===== src/rtl/hwc_pkg.sv =====
package hwc_pkg;
  localparam int NUM_STEPS = 8;
  localparam int STEP_W    = $clog2(NUM_STEPS);
  localparam int OPC_W     = 3;
  localparam int NUM_OPS   = 1 << OPC_W;
  localparam int FLAG_W    = 4;
  localparam int FLAG_NEG  = 3;
  localparam int FLAG_ZERO = 2;

  localparam int OP_ADD = 0;
  localparam int OP_BR  = 1;
  localparam int OP_BRN = 2;
  localparam int OP_BRZ = 3;

  typedef struct packed {
    logic pc_out;
    logic pc_load;
    logic mar_load;
    logic mem_read;
    logic mdr_out;
    logic ir_load;
    logic y_load;
    logic sel_const;
    logic alu_add;
    logic z_load;
    logic z_out;
    logic src_out;
    logic dst_out;
    logic dst_in;
    logic offset_out;
    logic wait_mem;
    logic end_seq;
  } ctrl_t;
endpackage


===== src/rtl/hwc_step_counter.sv =====
module hwc_step_counter #(
  parameter int STEPS = hwc_pkg::NUM_STEPS,
  localparam int SW = $clog2(STEPS)
) (
  input  logic          clk,
  input  logic          rst_n,
  input  logic          run,
  input  logic          end_i,
  input  logic          wait_i,
  input  logic          mfc_i,
  output logic [SW-1:0] count_o
);
  logic stall;
  logic [SW-1:0] nxt;

  assign stall = wait_i && !mfc_i;

  always_comb begin
    nxt = count_o;
    if (run) begin
      if (end_i)
        nxt = '0;
      else if (!stall)
        nxt = (count_o == SW'(STEPS - 1)) ? '0 : count_o + 1'b1;
    end
  end

  always_ff @(posedge clk or negedge rst_n) begin
    if (!rst_n) count_o <= '0;
    else        count_o <= nxt;
  end

  p_stall_hold_r5: assert property (@(posedge clk) disable iff (!rst_n)
    (run && wait_i && !mfc_i && !end_i) |=> $stable(count_o));
  p_end_restart_r9: assert property (@(posedge clk) disable iff (!rst_n)
    (run && end_i) |=> (count_o == '0));
  p_idle_hold_r3: assert property (@(posedge clk) disable iff (!rst_n)
    !run |=> $stable(count_o));
endmodule


===== src/rtl/hwc_step_decoder.sv =====
module hwc_step_decoder #(
  parameter int STEPS = hwc_pkg::NUM_STEPS,
  localparam int SW = $clog2(STEPS)
) (
  input  logic [SW-1:0]    count_i,
  output logic [STEPS-1:0] t_o
);
  for (genvar i = 0; i < STEPS; i++) begin : g_step
    assign t_o[i] = (count_i == SW'(i));
  end

  always_comb begin
    p_one_step_r2: assert ($countones(t_o) == 1);
  end
endmodule


===== src/rtl/hwc_op_decoder.sv =====
module hwc_op_decoder #(
  parameter int OW = hwc_pkg::OPC_W,
  localparam int OPS = 1 << OW
) (
  input  logic [OW-1:0]  opcode_i,
  output logic [OPS-1:0] ins_o
);
  for (genvar j = 0; j < OPS; j++) begin : g_op
    assign ins_o[j] = (opcode_i == OW'(j));
  end
endmodule


===== src/rtl/hwc_encoder.sv =====
module hwc_encoder
  import hwc_pkg::*;
#(
  parameter int STEPS = NUM_STEPS,
  parameter int OPS   = NUM_OPS,
  parameter int FW    = FLAG_W
) (
  input  logic [STEPS-1:0] t_i,
  input  logic [OPS-1:0]   ins_i,
  input  logic [FW-1:0]    flags_i,
  output ctrl_t            ctrl_o
);
  logic is_add, is_br, is_brn, is_brz, is_nop, any_br, br_go, br_skip;
  logic t1, t2, t3, t4, t5, t6, t7;

  assign t1 = t_i[0];
  assign t2 = t_i[1];
  assign t3 = t_i[2];
  assign t4 = t_i[3];
  assign t5 = t_i[4];
  assign t6 = t_i[5];
  assign t7 = t_i[6];

  assign is_add  = ins_i[OP_ADD];
  assign is_br   = ins_i[OP_BR];
  assign is_brn  = ins_i[OP_BRN];
  assign is_brz  = ins_i[OP_BRZ];
  assign is_nop  = !(is_add || is_br || is_brn || is_brz);
  assign any_br  = is_br || is_brn || is_brz;
  assign br_go   = is_br || (is_brn && flags_i[FLAG_NEG]) || (is_brz && flags_i[FLAG_ZERO]);
  assign br_skip = (is_brn && !flags_i[FLAG_NEG]) || (is_brz && !flags_i[FLAG_ZERO]);

  always_comb begin
    ctrl_o            = '0;
    ctrl_o.pc_out     = t1;
    ctrl_o.sel_const  = t1;
    ctrl_o.mar_load   = t1 | (t4 & is_add);
    ctrl_o.mem_read   = t1 | (t4 & is_add);
    ctrl_o.alu_add    = t1 | (t6 & is_add) | (t4 & br_go);
    ctrl_o.z_load     = t1 | (t6 & is_add) | (t4 & br_go);
    ctrl_o.z_out      = t2 | (t7 & is_add) | (t5 & any_br);
    ctrl_o.pc_load    = t2 | (t5 & any_br);
    ctrl_o.y_load     = t2 | (t5 & is_add);
    ctrl_o.wait_mem   = t2 | (t5 & is_add);
    ctrl_o.mdr_out    = t3 | (t6 & is_add);
    ctrl_o.ir_load    = t3;
    ctrl_o.src_out    = t4 & is_add;
    ctrl_o.dst_out    = t5 & is_add;
    ctrl_o.dst_in     = t7 & is_add;
    ctrl_o.offset_out = t4 & br_go;
    ctrl_o.end_seq    = (t7 & is_add) | (t5 & any_br) | (t4 & (br_skip | is_nop));
  end
endmodule


===== src/rtl/hw_ctrl_unit.sv =====
module hw_ctrl_unit
  import hwc_pkg::*;
(
  input  logic              clk,
  input  logic              rst_n,
  input  logic              run,
  input  logic [OPC_W-1:0]  ir_opcode,
  input  logic [FLAG_W-1:0] cond_flags,
  input  logic              mfc,
  output logic              pc_out,
  output logic              pc_load,
  output logic              mar_load,
  output logic              mem_read,
  output logic              mdr_out,
  output logic              ir_load,
  output logic              y_load,
  output logic              sel_const,
  output logic              alu_add,
  output logic              z_load,
  output logic              z_out,
  output logic              src_out,
  output logic              dst_out,
  output logic              dst_in,
  output logic              offset_out,
  output logic              wait_mem,
  output logic              end_seq
);
  logic [STEP_W-1:0]    count;
  logic [NUM_STEPS-1:0] t_lines;
  logic [NUM_OPS-1:0]   ins_lines;
  ctrl_t                raw, gated;

  hwc_step_counter #(.STEPS(NUM_STEPS)) u_cnt (
    .clk(clk), .rst_n(rst_n), .run(run),
    .end_i(raw.end_seq), .wait_i(raw.wait_mem), .mfc_i(mfc),
    .count_o(count)
  );

  hwc_step_decoder #(.STEPS(NUM_STEPS)) u_tdec (
    .count_i(count), .t_o(t_lines)
  );

  hwc_op_decoder #(.OW(OPC_W)) u_idec (
    .opcode_i(ir_opcode), .ins_o(ins_lines)
  );

  hwc_encoder #(.STEPS(NUM_STEPS), .OPS(NUM_OPS), .FW(FLAG_W)) u_enc (
    .t_i(t_lines), .ins_i(ins_lines), .flags_i(cond_flags), .ctrl_o(raw)
  );

  assign gated = (run && rst_n) ? raw : '0;

  assign pc_out     = gated.pc_out;
  assign pc_load    = gated.pc_load;
  assign mar_load   = gated.mar_load;
  assign mem_read   = gated.mem_read;
  assign mdr_out    = gated.mdr_out;
  assign ir_load    = gated.ir_load;
  assign y_load     = gated.y_load;
  assign sel_const  = gated.sel_const;
  assign alu_add    = gated.alu_add;
  assign z_load     = gated.z_load;
  assign z_out      = gated.z_out;
  assign src_out    = gated.src_out;
  assign dst_out    = gated.dst_out;
  assign dst_in     = gated.dst_in;
  assign offset_out = gated.offset_out;
  assign wait_mem   = gated.wait_mem;
  assign end_seq    = gated.end_seq;

  p_one_driver_r11: assert property (@(posedge clk) disable iff (!rst_n)
    $onehot0({pc_out, z_out, mdr_out, src_out, dst_out, offset_out}));
  p_quiet_idle_r3: assert property (@(posedge clk) disable iff (!rst_n)
    !run |-> (gated == '0));
  p_fetch_after_end_r9: assert property (@(posedge clk) disable iff (!rst_n)
    (end_seq && run) |=> (run -> (pc_out && mar_load && mem_read)));
  p_wait_release_r5: assert property (@(posedge clk) disable iff (!rst_n)
    (run && wait_mem && mfc && run) |=> (run -> !$stable(t_lines)));
endmodule


===== config.mk =====
export PLATFORM = sky130hd
export DESIGN_NAME = hw_ctrl_unit
export DESIGN_NICKNAME = d
export VERILOG_FILES = /design/src/rtl/hwc_pkg.sv /design/src/rtl/hwc_step_counter.sv /design/src/rtl/hwc_step_decoder.sv /design/src/rtl/hwc_op_decoder.sv /design/src/rtl/hwc_encoder.sv /design/src/rtl/hw_ctrl_unit.sv
export SDC_FILE = /design/constraint.sdc
export NUM_CORES = 1
export LEC_CHECK = 0
export ABC_AREA = 1
export BUFFER_PORTS_ARGS = -buffer_cell sky130_fd_sc_hd__buf_2
export CAP_MARGIN = 40
export CORE_AREA = 2 2 39 41
export CTS_CLUSTER_SIZE = 20
export DETAILED_ROUTE_END_ITERATION = 12
export DIE_AREA = 0 0 41 43
export GPL_TIMING_DRIVEN = 0
export PLACE_DENSITY = 0.7
export SLEW_MARGIN = 25
export SYNTH_ARGS = -nofsm -noshare
export SYNTH_HDL_FRONTEND = slang
export SYNTH_SLANG_ARGS = --single-unit

===== constraint.sdc =====
create_clock -name clk -period 1.84 [get_ports clk]
set_input_delay 0.368 -clock clk [delete_from_list [all_inputs] [get_ports clk]]
set_output_delay 0.368 -clock clk [all_outputs]
set_load 0.005 [all_outputs]

---- After elaboration in Yosys (flattened, before gate mapping) ----
Cells that the tools add are included.
operators by class
  bitwise logic cells ..................... 18
  mux-type cells .......................... 4
  equal/unequal tests ..................... 11
  reductions and logical operators ........ 21
  $add $sub $neg .......................... 1
operators by type and width
  cell                 number
  $mux 17              1
  $eq 3x2->1 const B   4
  $eq 3x3->1 const B   4
  $or 1x1->1           11
  $mux 3               3
  $logic_or 1x1->1     8
  $and 1x1->1          7
  $eq 3x1->1 const B   2
  $logic_and 1x1->1    6
  $logic_not 3->1      2
  $logic_not 1->1      4
  $add 3x1->3 const B  1
  $ne 2x1->1 const B   1
  $reduce_and 2->1     1
word-level totals
  bits in registers ....................... 3
  logic and storage cells ................. 56
  bits of input ports ..................... 11
  output and inout bits ................... 17

---- Logic depth before layout (Yosys ltp) ----
  depth in word-level cells ............... 10
  depth in mapped cells ................... 10
  mapped depth without buffers ............ 10

---- By module ----
From an unflattened synthesis, not the netlist that was laid out.
second synthesis, totals
  cells, all modules ...................... 130
  area total of the unflattened synthesis .. 655.6 um^2
modules (own cells, without submodules)
  module            cells an instance  instances  sequential area each (um^2)  area each (um^2)
  hwc_encoder       43                 1          0.0                          197.7
  hw_ctrl_unit      36                 1          0.0                          175.2
  hwc_step_counter  21                 1          75.1                         170.2
  hwc_op_decoder    15                 1          0.0                          56.3
  hwc_step_decoder  15                 1          0.0                          56.3

---- Worst setup path before layout ----
No wires, ideal clock.
  kind .................................... register -> output
  start ................................... register u_cnt.count_o[2]
  end ..................................... output port mem_read
  path buffers ............................ 1
  cell stages (with the launch flop) ...... 6
  setup slack ............................. 0.295 ns
  required time ........................... 1.472 ns
  arrival ................................. 1.177 ns
  path through ............................ dfrtp_1 -> inv_1 -> ha_1 -> nand3_1 -> a21oi_1 -> buf_4
on the way
  cells in the longest elaborated chain, start to end .. 4
  elaborated cells on any way between the ends .. 5
  classes of those cells .................. eq/ne (1); mux (1); bitwise (2); reduce/logical (1)
RTL lines
  item                    line                    RTL
  start, declared         hwc_step_counter.sv:11  output logic [SW-1:0] count_o
  start signal, assigned  hwc_step_counter.sv:30  else count_o <= nxt;
  $eq 3x2->1              hwc_step_decoder.sv:9   assign t_o[i] = (count_i == SW'(i));
  $and 1x1->1             hwc_encoder.sv:38       ctrl_o.mem_read = t1 | (t4 & is_add);
  $or 1x1->1 *            hwc_encoder.sv:38
  $mux 17 *               hw_ctrl_unit.sv:51      assign gated = (run && rst_n) ? raw : '0;
  end, declared           hw_ctrl_unit.sv:13      output logic mem_read,
Every way passes the cells marked *; elsewhere a longest branch is shown, timed or not.

---- Final worst setup path ----
  start ................................... register u_cnt.count_o[0]
  end ..................................... output port z_out
on the way
  cells in the longest elaborated chain, start to end .. 5
  elaborated cells on any way between the ends .. 8
  classes of those cells .................. eq/ne (3); mux (1); bitwise (4)
RTL lines
  item           line                   RTL
  $eq 3x3->1     hwc_step_decoder.sv:9
  $and 1x1->1    hwc_encoder.sv:41      ctrl_o.z_out = t2 | (t7 & is_add) | (t5 & any_br);
  $or 1x1->1     hwc_encoder.sv:41
  $or 1x1->1 *   hwc_encoder.sv:41
  $mux 17 *      hw_ctrl_unit.sv:51
  end, declared  hw_ctrl_unit.sv:20     output logic z_out,
Marked as above.

==> impl_metrics.py <==
metrics = {
    "power_and_ir_drop": {
        "p_per_area_nw_per_um2": 1060,
        "clkPwrFrac_pct": 13.2,
        "pwr-share-seq_pct": 17.5,
        "ir_worst_vdd_mv": 0.735,
        "cell_internal_pwr_uw": 470,
        "comb_power_share_pct": 69.3,
        "p_leak_nw": 0.421,
        "p_sw_uw": 385,
        "power_uw": 856,
        "switching_share_pct": 45.0,
    },
    "die": {
        "die_x_um": 41,
        "die_area_um2": 1760,
        "fp.dieH_um": 43,
        "ios": 28,
        "core_area_um2": 1380,
        "core.rowCount": 14,
        "start_util_pct": 36.5,
    },
    "synth": {
        "synth_largest_area_cell": "dfrtp_1",
        "synthDistinctLibCells": 20,
        "synth_top_family_by_area": "simple AND/OR/NAND/NOR gates",
        "synthSimpleGateAreaFrac_pct": 45.3,
        "ys_seq_area_share_pct": 14.9,
        "synth_top_area_share_pct": 14.9,
        "muxShareOfSynthArea_pct": 0,
        "synth_cells": 80,
        "syn_nets": 97,
        "synth-xor-area-share_pct": 0,
        "synth_warnings": 0,
        "syn_area_per_cell_um2": 6.32,
        "synth.cell_area_um2": 505,
        "ys_ff_latch": 3,
        "synth_compound_gate_area_share_pct": 11.6,
        "synth.area.top_cells": "dfrtp_1 (15%), ha_1 (15%), nand2_1 (15%)",
        "synthAdderAreaFrac_pct": 14.9,
    },
    "grt": {
        "grt_pass1_vias": 523,
        "grt_max_degree": 11,
        "grt_pass1_wl_um": 1940,
        "grt_use_total_pct": 15.6,
        "antenna_found_initial": 0,
        "grt-ovfl-total": 0,
    },
    "layout": {
        "fin_area_um2": 807,
        "reg_top3": "u_cnt.count_o (3)",
        "post_layout_nonfiller_instances": 131,
        "layout-drive-gt1-share_pct": 55.7,
        "syn2layout_area_growth_pct": 59.7,
        "largest_reg_flops": 3,
        "fin_nets": 133,
        "insertedDiodeCount": 0,
        "regMostFlops": "u_cnt.count_o",
    },
    "setup_path": {
        "start_kind": "flop",
        "required_ns": 1.47,
        "critPathKind": "flop to output pin",
        "endpoint_kind": "output pin",
        "crit_path_top_delay_cell": "dfrtp_1",
        "cp.arrival_ns": 1.48,
        "path_max_fanout": 3,
        "slowest_delay_ns": 0.42,
        "worstPathCellList": "inv_2, ha_2, nand2_1, nor2_4, inv_1, a31oi_1, buf_2",
        "ff2ff_path_depth": 10,
    },
    "timing": {
        "slew_violations": 0,
        "slew_headroom_pct": 68.1,
        "setup_viol": 2,
        "fmax_ghz": 0.540,
        "fin_crit_sh_pct": 101,
        "rsz0062_at_grt": "yes",
        "worst_pin_slew_ns": 0.479,
        "hold-worst-slack_ns": 0.429,
        "fin_worst_skew_ns": 0.00381,
        "hold_viol_final": 0,
        "worst_slack_ns": -0.0129,
        "layout_min_cycle_time_ns": 1.85,
    },
    "clocking": {
        "cts_root_buf": "clkbuf_4",
        "clock_sinks": 3,
        "clk_pin_slew_ns": 0.04,
        "cts_buffer_depth": 2,
        "htreeDepth": 1,
        "cts_inserted_buffers": 3,
        "cts_tree": "yes",
        "clkLatencyLatePin_ns": 0.23,
    },
    "status": {
        "failed_checks": "negative setup slack",
        "status": "finished, violations left",
    },
    "route": {
        "drc": 0,
        "dr.first_iter.drc_count": 12,
        "via_count": 604,
        "wl_per_cell_um": 9.88,
        "vias_per_cell": 4.61,
        "dr.pass1.iters": 4,
        "routed_wl_um": 1290,
        "ant_nets": 0,
    },
    "min_path": {
        "min_path_cells": 3,
        "hold_class": "input pin to flop",
    },
    "job": {
        "max_cap_viol_count": 0,
    },
    "place": {
        "gp_congestion": 0.765,
        "post-dp-hpwl_um": 989,
        "place_area_um2": 651,
        "portBuffers": 25,
        "dp_cells": 121,
    },
}
[power groups by stage]
| stage | Combinational, mW | Sequential, mW | Clock [mW] |
|---|---|---|---|
| 4_1_cts | 0.519 | 0.132 | 0.119 |
| 3_5_place_dp | 0.419 | 0.131 | 0 |
| 5_1_grt | 0.674 | 0.156 | 0.118 |
| 2_1_floorplan | 0.310 | 0.123 | 0 |
| 3_3_place_gp | 0.412 | 0.128 | 0 |
| 6_report | 0.594 | 0.149 | 0.113 |
[Yosys cell counts, drive strengths merged]
master,count
nand2,23
nand3b,1
nand3,7
a31oi,2
a21oi,6
o21ai,1
ha,6
inv,9
o211ai,1
nor2,16
buf,4
clkbuf,1
dfrtp,3
[cell usage in the layout, fill, tap and decap left out]
master and instances:
o21ai_1 1, nor2_1 12, ha_2 2, nand3_1 5, a21oi_2 4, clkbuf_1 1, dfrtp_2 2, clkbuf_4 3
buf_2 24, nand3_2 2, ha_1 1, dfrtp_1 1, nand3b_1 1, nor2_4 4, a21oi_1 2, a31oi_1 2
buf_4 9, nand2_2 2, buf_1 1, nand2_1 19, nand2_4 2, inv_2 6, ha_4 3, dlygate4sd3_1 1
o211ai_1 1, inv_1 3, buf_6 1
[worst paths after layout]
check,startpoint,endpoint,slack [ns]
worst max-delay path,u_cnt.count_o[0],z_out,-0.01
worst min-delay path,run,u_cnt.count_o[2],0.43
worst max register to register,u_cnt.count_o[0],u_cnt.count_o[1],0.26
worst min register to register,u_cnt.count_o[1],u_cnt.count_o[1],0.56
max in group asynchronous,rst_n,u_cnt.count_o[1],1.19
min in group asynchronous,rst_n,u_cnt.count_o[0],0.49
[metal layers]
metal	vias up	wire [µm]	track usage [%]	share of wire, %
met1	266	530	17.2	41
met4	0	0	6.00	0
met5	-	0	0	0
met2	18	693	29.1	54
met3	0	70	0	5.4
li1	320	-	-	-
[worst max-delay path, delay by kind of cell, from the launching register on]
family / cells / cell delay, ns
compound gates: 1 / 0.12
fa+ha+maj: 1 / 0.18
simple gates: 2 / 0.23
flops: 1 / 0.42
buf+inv: 3 / 0.31
[what timing repair did]
item	4_1_cts	5_1_grt
hold endpoints to repair	3	0
gates resized for setup	12	14
setup buffers	4	2
hold buffers	1	0
endpoints found under the setup margin	9	12
pin swaps	5	5
[stage by stage]
stage	worst slack [ns]	util [%]	TNS [ns]
2_1_floorplan	0.295	-	0
3_3_place_gp	0.104	47.0	0
3_5_place_dp	0.100	47.0	0
4_1_cts	-0.0153	54.3	-0.0274
5_1_grt	-0.103	58.3	-0.547
6_report	-0.0129	58.3	-0.0183
[cells by family after synthesis]
logic type,after synthesis
compound gates,10
flops,3
simple gates,47
buf+inv,14
fa+ha+maj,6
[final cells by class]
type                            count  area (µm²)
Multi-Input combinational cell     63         437
Timing Repair Buffer               32         186
Tap cell                           16        20.0
Sequential cell                     3        77.6
Buffer                              4        26.3
Inverter                            9        33.8
Fill cell                         131         577
Clock buffer                        4        26.3
No activity file was read; power rests on OpenSTA's default activity.
